<file path="config.mk">
export PLATFORM = sky130hd
export DESIGN_NAME = fnd_divider
export DESIGN_NICKNAME = d
export VERILOG_FILES = /design/src/rtl/fnd_pkg.sv /design/src/rtl/fnd_accum.sv /design/src/rtl/fnd_mash.sv /design/src/rtl/fnd_ctrl.sv /design/src/rtl/fnd_divider.sv
export SDC_FILE = /design/constraint.sdc
export NUM_CORES = 1
export LEC_CHECK = 0
export CAP_MARGIN = 20
export CORE_AREA = 2 2 90 92
export DETAILED_ROUTE_END_ITERATION = 12
export DIE_AREA = 0 0 92 94
export DONT_BUFFER_PORTS = 1
export SYNTH_ARGS = -nofsm -noshare
export SYNTH_HDL_FRONTEND = slang
export SYNTH_SLANG_ARGS = --single-unit
export TNS_END_PERCENT = 50
</file>
<file path="constraint.sdc">
create_clock -name clk -period 17.8 [get_ports clk]
set_clock_uncertainty 0.15 [all_clocks]
set_input_delay 3.56 -clock clk [delete_from_list [all_inputs] [get_ports clk]]
set_output_delay 3.56 -clock clk [all_outputs]
set_load 0.1 [all_outputs]
</file>
<file path="src/rtl/fnd_pkg.sv">
package fnd_pkg;

    // Control state of the period counter
    typedef enum logic [0:0] {
        ST_IDLE  = 1'b0,
        ST_COUNT = 1'b1
    } fnd_state_e;

    // Number of cascaded accumulator stages in the modulator
    localparam int MASH_STAGES = 2;

    // Width of the signed offset (range -1 .. +2)
    localparam int OFS_W = 3;

endpackage

</file>
<file path="src/rtl/fnd_accum.sv">
module fnd_accum #(
    parameter int W = 16
) (
    input  logic         clk,
    input  logic         rst,
    input  logic         step,
    input  logic [W-1:0] addend,
    output logic [W-1:0] sum_next,
    output logic         carry
);

    logic [W-1:0] acc_q;
    logic [W:0]   full_sum;

    // Wide sum so the carry out of the stage is explicit
    assign full_sum = {1'b0, acc_q} + {1'b0, addend};
    assign sum_next = full_sum[W-1:0];
    assign carry    = full_sum[W];

    always_ff @(posedge clk) begin
        if (rst) begin
            acc_q <= '0;
        end else if (step) begin
            acc_q <= sum_next;
        end
    end

    // The residue only moves on a period boundary or an enable edge
    AST_ACC_HOLD: assert property (@(posedge clk) disable iff (rst) !step |=> $stable(acc_q));

endmodule

</file>
<file path="src/rtl/fnd_mash.sv">
module fnd_mash
    import fnd_pkg::*;
#(
    parameter int W = 16
) (
    input  logic             clk,
    input  logic             rst,
    input  logic             step,
    input  logic [W-1:0]     frac_i,
    output logic [OFS_W-1:0] ofs_next,
    output logic             sel_next
);

    logic [MASH_STAGES-1:0][W-1:0] stage_in;
    logic [MASH_STAGES-1:0][W-1:0] stage_sum;
    logic [MASH_STAGES-1:0]        stage_cy;
    logic                          c2_prev_q;

    // Stage 0 integrates the fractional word, each later stage the residue of the one before
    for (genvar g = 0; g < MASH_STAGES; g++) begin : g_stage
        if (g == 0) begin : g_first
            assign stage_in[g] = frac_i;
        end else begin : g_next
            assign stage_in[g] = stage_sum[g-1];
        end
        fnd_accum #(.W(W)) u_acc (
            .clk      (clk),
            .rst      (rst),
            .step     (step),
            .addend   (stage_in[g]),
            .sum_next (stage_sum[g]),
            .carry    (stage_cy[g])
        );
    end

    // Second-order noise-shaped offset: c1 + c2 - c2[n-1], two's complement
    assign ofs_next = {2'b00, stage_cy[0]} + {2'b00, stage_cy[1]} - {2'b00, c2_prev_q};
    assign sel_next = stage_cy[0];

    always_ff @(posedge clk) begin
        if (rst) begin
            c2_prev_q <= 1'b0;
        end else if (step) begin
            c2_prev_q <= stage_cy[1];
        end
    end

    AST_C2_HOLD: assert property (@(posedge clk) disable iff (rst) !step |=> $stable(c2_prev_q));

endmodule

</file>
<file path="src/rtl/fnd_ctrl.sv">
module fnd_ctrl
    import fnd_pkg::*;
#(
    parameter int NW    = 8,
    parameter int N_MIN = 4
) (
    input  logic             clk,
    input  logic             rst,
    input  logic             en_i,
    input  logic [NW-1:0]    n_eff_i,
    input  logic [OFS_W-1:0] ofs_next_i,
    input  logic             sel_next_i,
    output logic             step_o,
    output logic             pulse_o,
    output logic [OFS_W-1:0] ofs_o,
    output logic             sel_o
);

    // Count width holds the largest base plus the largest offset
    localparam int CW = NW + 1;

    fnd_state_e       st_q, st_d;
    logic [CW-1:0]    cnt_q;
    logic [CW-1:0]    divisor;
    logic             term;
    logic             pulse_q;
    logic [OFS_W-1:0] ofs_q;
    logic             sel_q;

    assign divisor = {1'b0, n_eff_i} + {{(CW-OFS_W){ofs_next_i[OFS_W-1]}}, ofs_next_i};
    assign term    = (st_q == ST_COUNT) && (cnt_q == CW'(1));
    assign step_o  = en_i && ((st_q == ST_IDLE) || term);

    // Next-state logic
    always_comb begin
        st_d = st_q;
        unique case (st_q)
            ST_IDLE:  if (en_i)  st_d = ST_COUNT;
            ST_COUNT: if (!en_i) st_d = ST_IDLE;
            default:             st_d = ST_IDLE;
        endcase
    end

    // State register
    always_ff @(posedge clk) begin
        if (rst) begin
            st_q <= ST_IDLE;
        end else begin
            st_q <= st_d;
        end
    end

    // Counter and registered outputs
    always_ff @(posedge clk) begin
        if (rst) begin
            cnt_q   <= '0;
            pulse_q <= 1'b0;
            ofs_q   <= '0;
            sel_q   <= 1'b0;
        end else begin
            pulse_q <= en_i && term;
            if (!en_i) begin
                cnt_q <= '0;
            end else if (step_o) begin
                cnt_q <= divisor;
                ofs_q <= ofs_next_i;
                sel_q <= sel_next_i;
            end else begin
                cnt_q <= cnt_q - CW'(1);
            end
        end
    end

    assign pulse_o = pulse_q;
    assign ofs_o   = ofs_q;
    assign sel_o   = sel_q;

    AST_PULSE_ONE_CYCLE: assert property (@(posedge clk) disable iff (rst) pulse_q |=> !pulse_q);
    AST_COUNT_LIVE: assert property (@(posedge clk) disable iff (rst) (st_q == ST_COUNT) |-> (cnt_q != '0));
    AST_IDLE_QUIET: assert property (@(posedge clk) disable iff (rst) !en_i |=> (!pulse_q && st_q == ST_IDLE));
    AST_RELOAD_RANGE: assert property (@(posedge clk) disable iff (rst)
        pulse_q |-> (cnt_q >= CW'(N_MIN - 1) && cnt_q <= {1'b0, $past(n_eff_i)} + CW'(2)));

endmodule

</file>
<file path="src/rtl/fnd_divider.sv">
module fnd_divider
    import fnd_pkg::*;
#(
    parameter int N_W   = 8,
    parameter int F_W   = 16,
    parameter int N_MIN = 4
) (
    input  logic             clk,
    input  logic             rst,
    input  logic             en,
    input  logic [N_W-1:0]   n_div,
    input  logic [F_W-1:0]   frac,
    output logic             div_pulse_o,
    output logic             mod_sel_o,
    output logic [OFS_W-1:0] ofs_o
);

    logic [N_W-1:0]   n_eff;
    logic             step;
    logic [OFS_W-1:0] ofs_next;
    logic             sel_next;

    // Bases below the legal minimum are raised to it
    assign n_eff = (n_div < N_W'(N_MIN)) ? N_W'(N_MIN) : n_div;

    fnd_mash #(.W(F_W)) u_mash (
        .clk      (clk),
        .rst      (rst),
        .step     (step),
        .frac_i   (frac),
        .ofs_next (ofs_next),
        .sel_next (sel_next)
    );

    fnd_ctrl #(.NW(N_W), .N_MIN(N_MIN)) u_ctrl (
        .clk        (clk),
        .rst        (rst),
        .en_i       (en),
        .n_eff_i    (n_eff),
        .ofs_next_i (ofs_next),
        .sel_next_i (sel_next),
        .step_o     (step),
        .pulse_o    (div_pulse_o),
        .ofs_o      (ofs_o),
        .sel_o      (mod_sel_o)
    );

endmodule

</file>
[After elaboration in Yosys (flattened, before gate mapping)]
Cells that the tools add are included.
Storage, ports and cells
  bits of input ports: 27
  register bits after elaboration: 48
  logic and storage cells: 27
Cells by class
  reduce and logical (&&, ||, !) cells: 6
  magnitude comparators: 1
  add/sub/neg operators: 6
  equality and inequality tests: 1
  multiplexer cells: 3
  bitwise gates (word level): 2
Operators with widths (number)
  $add A16 B16 Y17: 2
  $add A8 B9 Y9: 1
  $eq A9 B1 Y1 const B: 1
  $mux W9: 1
  $sub A9 B1 Y9 const B: 1
  $lt A8 B3 Y1 const B: 1
  $mux W8: 1
  $logic_and A1 B1 Y1: 3
  $sub A3 B1 Y3: 1
  $add A1 B1 Y2: 1
  $not A1 Y1: 2
  $reduce_and A2 Y1: 1
  $reduce_or A2 Y1: 1
  $logic_or A1 B1 Y1: 1
  $mux W1: 1

[Depth between registers and ports, before layout]
Gate-level depths: netlist of the first run.
  depth after elaboration: 6
  depth in mapped cells: 28
  depth with buffers taken out: 28

[By module]
From an unflattened synthesis of the first run, not the netlist that was laid out.
Unflattened totals
  cell total of the unflattened synthesis: 471
  area, all modules: 3997.6 sq um
Modules (own cells, without submodules)
  fnd_accum (u_mash.g_stage[1].u_acc): times used 1, area each 1402.6 sq um, cells an instance 163
  fnd_accum (u_mash.g_stage[0].u_acc): times used 1, area each 1397.6 sq um, cells an instance 163
  fnd_ctrl: times used 1, area each 1053.5 sq um, cells an instance 125
  fnd_mash: times used 1, area each 86.3 sq um, cells an instance 10
  fnd_divider: times used 1, area each 57.6 sq um, cells an instance 10

[Least setup slack after synthesis of the first run]
OpenSTA, ideal clock, no wires.
  path type: input-to-reg
  from: in frac[0]
  to: reg u_ctrl.cnt_q[7]
  buffers on the path: 0
  setup time: 0.086 ns
  cell stages on the path: 26
  path slack: 9.125 ns
  data arrival time: 8.440 ns
  required time: 17.564 ns
  cells stage by stage: ha_1 -> inv_1 -> fa_1 -> nor2b_1 -> o31a_1 -> or4b_4 -> a31oi_4 -> xnor2_1 -> ha_1 -> and4_1 -> a21oi_1 -> o21ai_1 -> a21o_1 -> ha_1 -> inv_1 -> ha_1 -> ha_1 -> inv_1 -> ha_1 -> a21oi_1 -> o211ai_1 -> o21ai_0 -> nor4b_1 -> a311oi_1 -> xnor2_1 -> a211oi_1
Between the ends
  word-level cells in the longest chain between the ends: 6
RTL lines
  from (decl): line fnd_divider.sv:12  | input logic [F_W-1:0] frac,
  $add A16 B16 Y17: line fnd_accum.sv:16  | assign full_sum = {1'b0, acc_q} + {1'b0, addend};
  named net u_mash.g_stage[0].u_acc.full_sum[10]: line fnd_accum.sv:13  | logic [W:0] full_sum;
  $add A16 B16 Y17: line fnd_accum.sv:16
  named net u_mash.g_stage[1].u_acc.carry: line fnd_accum.sv:9  | output logic carry
  $add A1 B1 Y2: line fnd_mash.sv:37  | assign ofs_next = {2'b00, stage_cy[0]} + {2'b00, stage_cy[1]} - {2'b00, c2_prev_q};
  $sub A3 B1 Y3: line fnd_mash.sv:37
  named net ofs_next[1]: line fnd_divider.sv:20  | logic [OFS_W-1:0] ofs_next;
  $add A8 B9 Y9: line fnd_ctrl.sv:30  | assign divisor = {1'b0, n_eff_i} + {{(CW-OFS_W){ofs_next_i[OFS_W-1]}}, ofs_next_i};
  $mux W9: line fnd_ctrl.sv:64  | end else if (step_o) begin
  to (signal assigned): line fnd_ctrl.sv:65  | cnt_q <= divisor;
  to (signal assigned): line fnd_ctrl.sv:69  | cnt_q <= cnt_q - CW'(1);
  to (decl): line fnd_ctrl.sv:23  | logic [CW-1:0] cnt_q;
The timed path passes the listed nets, and every way through them passes these cells.
A chain may end at the register's enable or synchronous reset.

[Worst setup path after layout of the first run]
  from: in frac[6]
  to: reg u_ctrl.cnt_q[7]
Same word-level chain as after synthesis.

==> run summary, run 1 <==
Vert. Die Dim = 94 µm
initial standard-cell utilization of the core = 0.4862
Inst Count DP = 551
Period Utilization, post-route = 0.5008
count of final hold-check violations = 0
number of enable-type register cells in the synthesized netlist = 0
fin nets = 530
relative contribution of sequential cells to total power = 0.332
mean routed wirelength per cell = 14.25 µm
ratio of cells with drive above 1 in the final layout = 0.04605
Worst IR Drop VDD = 0.04483 mV
Top FF cell, synth = sky130_fd_sc_hd__dfxtp_1
dominant cells by area after synthesis = sky130_fd_sc_hd__dfxtp_1 26%, sky130_fd_sc_hd__ha_1 15%, sky130_fd_sc_hd__nand2_1 7.6%, sky130_fd_sc_hd__a21oi_1 7.4%, sky130_fd_sc_hd__xnor2_1 5.7%
post-synthesis register bit count = 48
final non-filler cell area = 0.003835 mm²
reported leakage power = 1.671 nW
count of unique library cells instantiated by Yosys = 56
outcome = completed
post-detailed-route DRC marker count = 0
buffers inserted by post-CTS timing repair = 0
GP Congestion = 0.8665
synthesized area per cell = 7.937 µm²
maximum clock rate = 112.2 MHz
Critical Path Sink Type = flop
remaining antenna violation count = 0
maximum capacitance violations = 0
area of the placeable core = 0.007607 mm²
area grow syn2layout = 3.687%
core utilization of the finished layout = 0.5041
final antenna diode count = 0
FFs w/ async S/R, synth = 0
total gr overflow = 0
die boundary width = 92 µm
pin count of the biggest net entering global routing = 46
row count = 32
initial antenna violation count = 0
die footprint = 0.008648 mm²
switching portion of total power = 0.4078
Iter 0 DRT Violations = 111
Comb pwr share = 0.500
critical path required time = 17.87 ns
wire length after detailed routing = 7952 µm
sequential cell area fraction in the yosys report = 0.2598
path class of the lowest-slack min-delay path = reg -> reg
total CTS buffers = 5
power density relative to cell area = 111.1 mW/mm²
Port Buffer Count = 0
Total GRT Usage = 0.1955
P_int = 0.0002523 W
post-layout min period = 8.915 ns
library cell occupying the most area in the post-synthesis netlist = sky130_fd_sc_hd__dfxtp_1
clock-pin slew on the worst setup and hold paths = 0.09 ns
wire length of the first global-routing pass = 13860 µm
unrepaired setup endpoints after global routing = no
slew of the pin with the lowest slew margin = 0.9817 ns
critical path data arrival time = 8.98 ns
Post-CTS Hold Buffers = 0
synthesized net count = 540
Max transition margin = 0.3447
summed instance area of the synthesized netlist = 0.003699 mm²
Vias = 3127
Crit Path Max Fanout = 6
post-detail-place hpwl = 5756 µm
vias per cell = 5.604
count of H-tree levels built during CTS = 2
non-filler cells in the finished layout = 558
Clock Tree Root = sky130_fd_sc_hd__clkbuf_8
sum of negative setup slack = 0 ns
Yosys warning total = 0
worst setup path category = in -> reg
worst skew pair latency = 0.30 ns
final setup vio count = 0
CTS sink cnt = 48
share of the synthesized area in the top cell type = 0.2598
Longest Clk Path Bufs = 2
proportion of power drawn by the clock network = 0.168
count of pins on the block boundary = 32
length of the first detailed-routing pass in iterations = 4
cell area after placement = 0.003739 mm²
startpoint type of the worst setup path = input pin
CTS tree = done
vias in the first global route = 2977
Gates resized, CTS repair = 0
net switching power = 0.0001737 W
instance count of the mapped netlist = 466
Slew Viols, Final = 0
==> flip-flops by register name (all words and copies together), names as in the netlist <==
signal,cells
u_mash.g_stage.u_acc.acc_q,32
u_ctrl.cnt_q,9
u_ctrl.ofs_o,3
u_ctrl.pulse_o,1
u_ctrl.sel_o,1
u_ctrl.st_q,1
u_mash.c2_prev_q,1
==> cells by family after synthesis <==
| family | synth area share |
|---|---|
| flip-flops | 0.2598 |
| AND/OR/NAND/NOR | 0.2060 |
| buffers and inverters | 0.04398 |
| XOR/XNOR | 0.08288 |
| AO/OA/AOI/OAI | 0.2395 |
| multiplexers | 0.002706 |
| adder cells (fa/ha/maj) | 0.1651 |
==> worst paths after layout <==
path | end | slack [ns] | from | cells after the start
worst max-delay path | u_ctrl.cnt_q[7] | 8.89 | frac[6] | 25
worst min register to register | u_mash.g_stage[1].u_acc.acc_q[12] | 0.31 | u_mash.g_stage[1].u_acc.acc_q[12] | 2
worst min-delay path | u_mash.g_stage[1].u_acc.acc_q[12] | 0.31 | u_mash.g_stage[1].u_acc.acc_q[12] | 2
worst max register to register | u_ctrl.cnt_q[7] | 11.82 | u_mash.g_stage[0].u_acc.acc_q[6] | 25
==> critical path, cell delays in order <==
cell and delay (ns):
sky130_fd_sc_hd__ha_1 0.35, sky130_fd_sc_hd__a2111oi_0 0.35, sky130_fd_sc_hd__o21ai_0 0.28, sky130_fd_sc_hd__nand2_1 0.15, sky130_fd_sc_hd__xnor2_1 0.14, sky130_fd_sc_hd__ha_1 0.32, sky130_fd_sc_hd__a2111oi_0 0.45, sky130_fd_sc_hd__o21a_1 0.19
sky130_fd_sc_hd__a21oi_1 0.08, sky130_fd_sc_hd__a21oi_1 0.29, sky130_fd_sc_hd__o21ai_1 0.12, sky130_fd_sc_hd__a21o_1 0.20, sky130_fd_sc_hd__ha_1 0.27, sky130_fd_sc_hd__inv_1 0.05, sky130_fd_sc_hd__ha_1 0.18, sky130_fd_sc_hd__ha_1 0.30
sky130_fd_sc_hd__inv_1 0.07, sky130_fd_sc_hd__ha_1 0.28, sky130_fd_sc_hd__a21oi_1 0.17, sky130_fd_sc_hd__o211ai_1 0.14, sky130_fd_sc_hd__o21ai_0 0.29, sky130_fd_sc_hd__nor4b_1 0.29, sky130_fd_sc_hd__a311oi_1 0.10, sky130_fd_sc_hd__xnor2_1 0.15
sky130_fd_sc_hd__a211oi_1 0.22
==> cell usage after synthesis (all sizes together) (3+ instances only) <==
library cell and instances:
nand3 12, o211ai 4, nand2b 4, and2 5, a2111oi 5, o21ai 19
nor3 6, nor2 36, dfxtp 48, clkbuf 11, xor2 11, fa 3
ha 44, a21oi 55, nand2 76, xnor2 24, or3 3, a21o 12
nor4 3, a211oi 11, and3 5, inv 17, or4 3, o21a 8
a31oi 4, buf 7
==> routing by layer <==
metal / part of all wire / track usage / vias to the layer above / wire length, µm
li1: - / - / 1645 / -
met2: 0.46 / 0.3284 / 44 / 3646
met3: 0.036 / 0.03451 / 2 / 284
met1: 0.50 / 0.2640 / 1436 / 3991
met5: 0 / 0 / - / 0
met4: 0.0038 / 0.04104 / 0 / 30
==> final cells by class <==
class                   count  area (µm²)
inverters                  18       67.56
well taps                 102       127.6
multi-input cells         382        2575
repair buffers              1       7.507
fillers                   758        3772
flip-flops and latches     48       960.9
clock buffers               7       96.34
==> power groups by stage <==
stage / clock network (W) / logic, W / registers [W]
after floorplan: 0 / 0.000179 / 0.000141
after global placement: 0 / 0.000209 / 0.000144
after detailed placement: 0 / 0.000212 / 0.000144
after CTS: 0.0000746 / 0.000213 / 0.000142
after global routing: 0.0000777 / 0.000244 / 0.000143
final: 0.0000716 / 0.000213 / 0.000142
==> layout by cell type, fill, tap and decap left out, drive strengths merged, types with 2 or more instances in the layout <==
cell type and n:
inv 17, o211ai 4, a2111oi 5, nor3 6
clkbuf 7, nand2b 4, a31oi 4, nand3b 2
nor4 3, ha 44, or3 3, a31o 2
nand3 12, and3 5, a211oi 11, nand4 2
fa 3, o21ai 19, a21oi 55, o31ai 2
and2 5, a41oi 2, o22ai 2, xor2 11
a22oi 2, nand2 76, and4 2, o31a 2
or4 3, nor2 36, a21o 12, xnor2 24
dfxtp 48, o21a 8, a311oi 2
==> metrics by stage <==
stage | total power (W) | hold WS [ns] | setup slack (ns)
after floorplan | 0.0003203 | 0.2862 | 9.125
after global placement | 0.0003526 | 0.2870 | 8.795
after detailed placement | 0.0003560 | 0.2926 | 8.571
after CTS | 0.0004292 | 0.3088 | 8.878
after global routing | 0.0004649 | 0.3239 | 8.331
final | 0.0004260 | 0.3066 | 8.885
No activity file was read; power rests on OpenSTA's default activity.
==> run 2, diff against run 1 <==
--- a/config.mk
+++ b/config.mk
@@ -10,6 +10,7 @@
 export DETAILED_ROUTE_END_ITERATION = 12
 export DIE_AREA = 0 0 92 94
 export DONT_BUFFER_PORTS = 1
+export PLACE_DENSITY = 0.66
 export SYNTH_ARGS = -nofsm -noshare
 export SYNTH_HDL_FRONTEND = slang
 export SYNTH_SLANG_ARGS = --single-unit
==> constraint.sdc (replaced) <==
create_clock -name clk -period 7.3 [get_ports clk]
set_clock_uncertainty 0.15 [all_clocks]
set_input_delay 1.46 -clock clk [delete_from_list [all_inputs] [get_ports clk]]
set_output_delay 1.46 -clock clk [all_outputs]
set_load 0.1 [all_outputs]
==> run 2 against run 1 <==
Effect of this change:
- power is 150% higher
- sequential power rose by 140%
- critical path depth down 1
- global-route usage down 0.35 points
- sequential share of layout area down 0.12 points
- critical endpoint unchanged
==> run summary, run 2 (synthesis gave the netlist of run 1 again) <==
die footprint = 0.008648 mm² (unchanged)
most common library cell in the layout ignoring fill and taps = sky130_fd_sc_hd__nand2_1 (unchanged)
ratio of cells with drive above 1 in the final layout = 0.05033 (was 0.04605)
fin nets = 530 (unchanged)
sum of negative setup slack = 0 ns (unchanged)
wire length of the first global-routing pass = 13680 µm (was 13860 µm)
Post-CTS Hold Buffers = 0 (unchanged)
count of final hold-check violations = 0 (unchanged)
slew of the pin with the lowest slew margin = 0.9846 ns (was 0.9817 ns)
Worst R2R Path Depth = 27 (was 25)
power after layout = 0.001060 W (was 0.0004260 W)
worst setup path category = in -> reg (unchanged)
Gates resized, CTS repair = 0 (unchanged)
maximum clock rate = 151.2 MHz
highest-count cells in the layout ignoring fill and taps = 75 x sky130_fd_sc_hd__nand2_1, 54 x sky130_fd_sc_hd__a21oi_1, 48 x sky130_fd_sc_hd__dfxtp_1, 44 x sky130_fd_sc_hd__ha_1, 36 x sky130_fd_sc_hd__nor2_1 (was 75 x sky130_fd_sc_hd__nand2_1, 55 x sky130_fd_sc_hd__a21oi_1, 48 x sky130_fd_sc_hd__dfxtp_1, 44 x sky130_fd_sc_hd__ha_1, 36 x sky130_fd_sc_hd__nor2_1)
Port Buffer Count = 0 (unchanged)
unrepaired setup endpoints after global routing = no (unchanged)
GP Congestion = 0.8568 (was 0.8665)
Inst Count DP = 551 (unchanged)
CTS tree = done (unchanged)
vias per cell = 5.587 (was 5.604)
length of the first detailed-routing pass in iterations = 4 (unchanged)
end of the worst hold path = u_mash.g_stage[0].u_acc.acc_q[4] (was u_mash.g_stage[1].u_acc.acc_q[12])
wire length after detailed routing = 7725 µm (was 7952 µm)
hold path start = u_mash.g_stage[0].u_acc.acc_q[4] (was u_mash.g_stage[1].u_acc.acc_q[12])
initial antenna violation count = 0 (unchanged)
Crit Path Max Fanout = 9 (was 6)
Max transition margin = 0.3427 (was 0.3447)
area grow syn2layout = 4.195% (was 3.687%)
mean routed wirelength per cell = 13.82 µm (was 14.25 µm)
CTS sink cnt = 48 (unchanged)
R2R Path End = u_ctrl.cnt_q[7] (unchanged)
Iter 0 DRT Violations = 116 (was 111)
post-layout min period = 6.615 ns
die boundary width = 92 µm (unchanged)
post-detailed-route DRC marker count = 0 (unchanged)
clock-pin slew on the worst setup and hold paths = 0.09 ns (about the same)
flip-flop count of the largest register after layout = 32 (unchanged)
critical path required time = 7.37 ns (was 17.87 ns)
total CTS buffers = 5 (unchanged)
Period Utilization, post-route = 0.9062
maximum capacitance violations = 0 (unchanged)
remaining antenna violation count = 0 (unchanged)
pin count of the biggest net entering global routing = 46 (unchanged)
Vert. Die Dim = 94 µm (unchanged)
critical path data arrival time = 6.69 ns (was 8.98 ns)
startpoint of the most critical setup path = frac[6] (unchanged)
non-filler cells in the finished layout = 559 (was 558)
internal reg-to-reg setup slack = 1.47 ns (was 11.82 ns)
Slew Viols, Final = 0 (unchanged)
area of the placeable core = 0.007607 mm² (unchanged)
Clock Tree Root = sky130_fd_sc_hd__clkbuf_8 (unchanged)
Critical Path Sink Type = flop (unchanged)
Vias = 3123 (was 3127)
final setup vio count = 0 (unchanged)
cell depth of the worst min-delay path = 2 (unchanged)
Most flops, register = u_mash.g_stage.u_acc.acc_q (unchanged)
post-detail-place hpwl = 5642 µm (was 5756 µm)
Longest Clk Path Bufs = 2 (unchanged)
reported leakage power = 1.675 nW (was 1.671 nW)
buffers inserted by post-CTS timing repair = 0 (unchanged)
Total GRT Usage = 0.1920 (was 0.1955)
r2r startpoint = u_mash.g_stage[0].u_acc.acc_q[0] (was u_mash.g_stage[0].u_acc.acc_q[6])
path class of the lowest-slack min-delay path = reg -> reg (unchanged)
count of H-tree levels built during CTS = 2 (unchanged)
total gr overflow = 0 (unchanged)
startpoint type of the worst setup path = input pin (unchanged)
count of pins on the block boundary = 32 (unchanged)
worst skew pair latency = 0.31 ns (was 0.30 ns)
initial standard-cell utilization of the core = 0.4862 (unchanged)
row count = 32 (unchanged)
vias in the first global route = 3077 (was 2977)
Worst IR Drop VDD = 0.1132 mV (was 0.04483 mV)
power density relative to cell area = 275.0 mW/mm² (was 111.1 mW/mm²)
final antenna diode count = 0 (unchanged)
outcome = completed (unchanged)
## run 2: cell types whose count changed in the layout (fill, tap and decap cells not counted), sizes merged
cell | previous run | this run
bufinv | 0 | 1
clkinvlp | 0 | 1
clkbuf | 7 | 5
clkinv | 1 | 2
## run 2: critical path, stage by stage
cell                        delay (ns)
sky130_fd_sc_hd__ha_1             0.35
sky130_fd_sc_hd__a2111oi_0        0.35
sky130_fd_sc_hd__o21ai_1          0.23
sky130_fd_sc_hd__nand2_1          0.13
sky130_fd_sc_hd__xnor2_1          0.15
sky130_fd_sc_hd__ha_1             0.33
sky130_fd_sc_hd__a2111oi_0        0.48
sky130_fd_sc_hd__o21a_1           0.19
sky130_fd_sc_hd__a21oi_1          0.08
sky130_fd_sc_hd__a21oi_2          0.22
sky130_fd_sc_hd__o21ai_1          0.09
sky130_fd_sc_hd__a21o_1           0.19
sky130_fd_sc_hd__ha_1             0.28
sky130_fd_sc_hd__inv_1            0.05
sky130_fd_sc_hd__ha_1             0.18
sky130_fd_sc_hd__ha_1             0.30
sky130_fd_sc_hd__ha_1             0.42
sky130_fd_sc_hd__nand3_1          0.10
sky130_fd_sc_hd__o211ai_1         0.22
sky130_fd_sc_hd__o21ai_1          0.12
sky130_fd_sc_hd__nor4b_1          0.16
sky130_fd_sc_hd__a311oi_1         0.31
sky130_fd_sc_hd__xnor2_1          0.10
sky130_fd_sc_hd__a211oi_1         0.21
## run 2: stage by stage
| stage | instance area [µm²] | util | setup slack [ns] | hold slack [ns] |
|---|---|---|---|---|
| after floorplan | 3699 | - | 0.7248 | 0.2862 |
| after global placement | 3739 | 0.4914 | 0.3969 | 0.2870 |
| after detailed placement | 3739 | 0.4914 | 0.2155 | 0.2951 |
| after CTS | 3850 | 0.5061 | 0.5192 | 0.3083 |
| after global routing | 3854 | 0.5066 | 0.01895 | 0.3230 |
| final | 3854 | 0.5066 | 0.6845 | 0.3069 |
## run 2: cell type report
cell class	instances	area, µm²
fill	741	3754
multi-input combinational	382	2579
sequential	48	960.9
tap	102	127.6
clock buffer	5	68.82
inverter	18	67.56
clock inverter	3	42.54
timing repair buffer	1	7.507
## run 2: power breakdown
group | internal [W] | switching (W) | leakage, nW
Combinational | 0.000229 | 0.000287 | 1.23
Clock | 0.000101 | 0.0000959 | 0.0541
Sequential | 0.000302 | 0.0000435 | 0.395
Total | 0.000633 | 0.000427 | 1.68
## run 2: routing by layer
metal	share of wire	vias to the layer above	global-route usage
met5	0	-	0
li1	-	1649	-
met1	0.48	1416	0.2444
met2	0.46	50	0.3290
met4	0.013	0	0.05970
met3	0.038	8	0.03692
## run 2: worst max path at each step
| stage | endpoint | slack, ns | cells past startpoint |
|---|---|---|---|
| after global routing | u_ctrl.cnt_q[7] | 0.02 | 25 |
| after floorplan | u_ctrl.cnt_q[7] | 0.72 | 26 |
| final | u_ctrl.cnt_q[7] | 0.68 | 24 |
| after detailed placement | u_ctrl.cnt_q[7] | 0.22 | 25 |
| after global placement | u_ctrl.cnt_q[7] | 0.40 | 25 |
| after CTS | u_ctrl.cnt_q[7] | 0.52 | 25 |
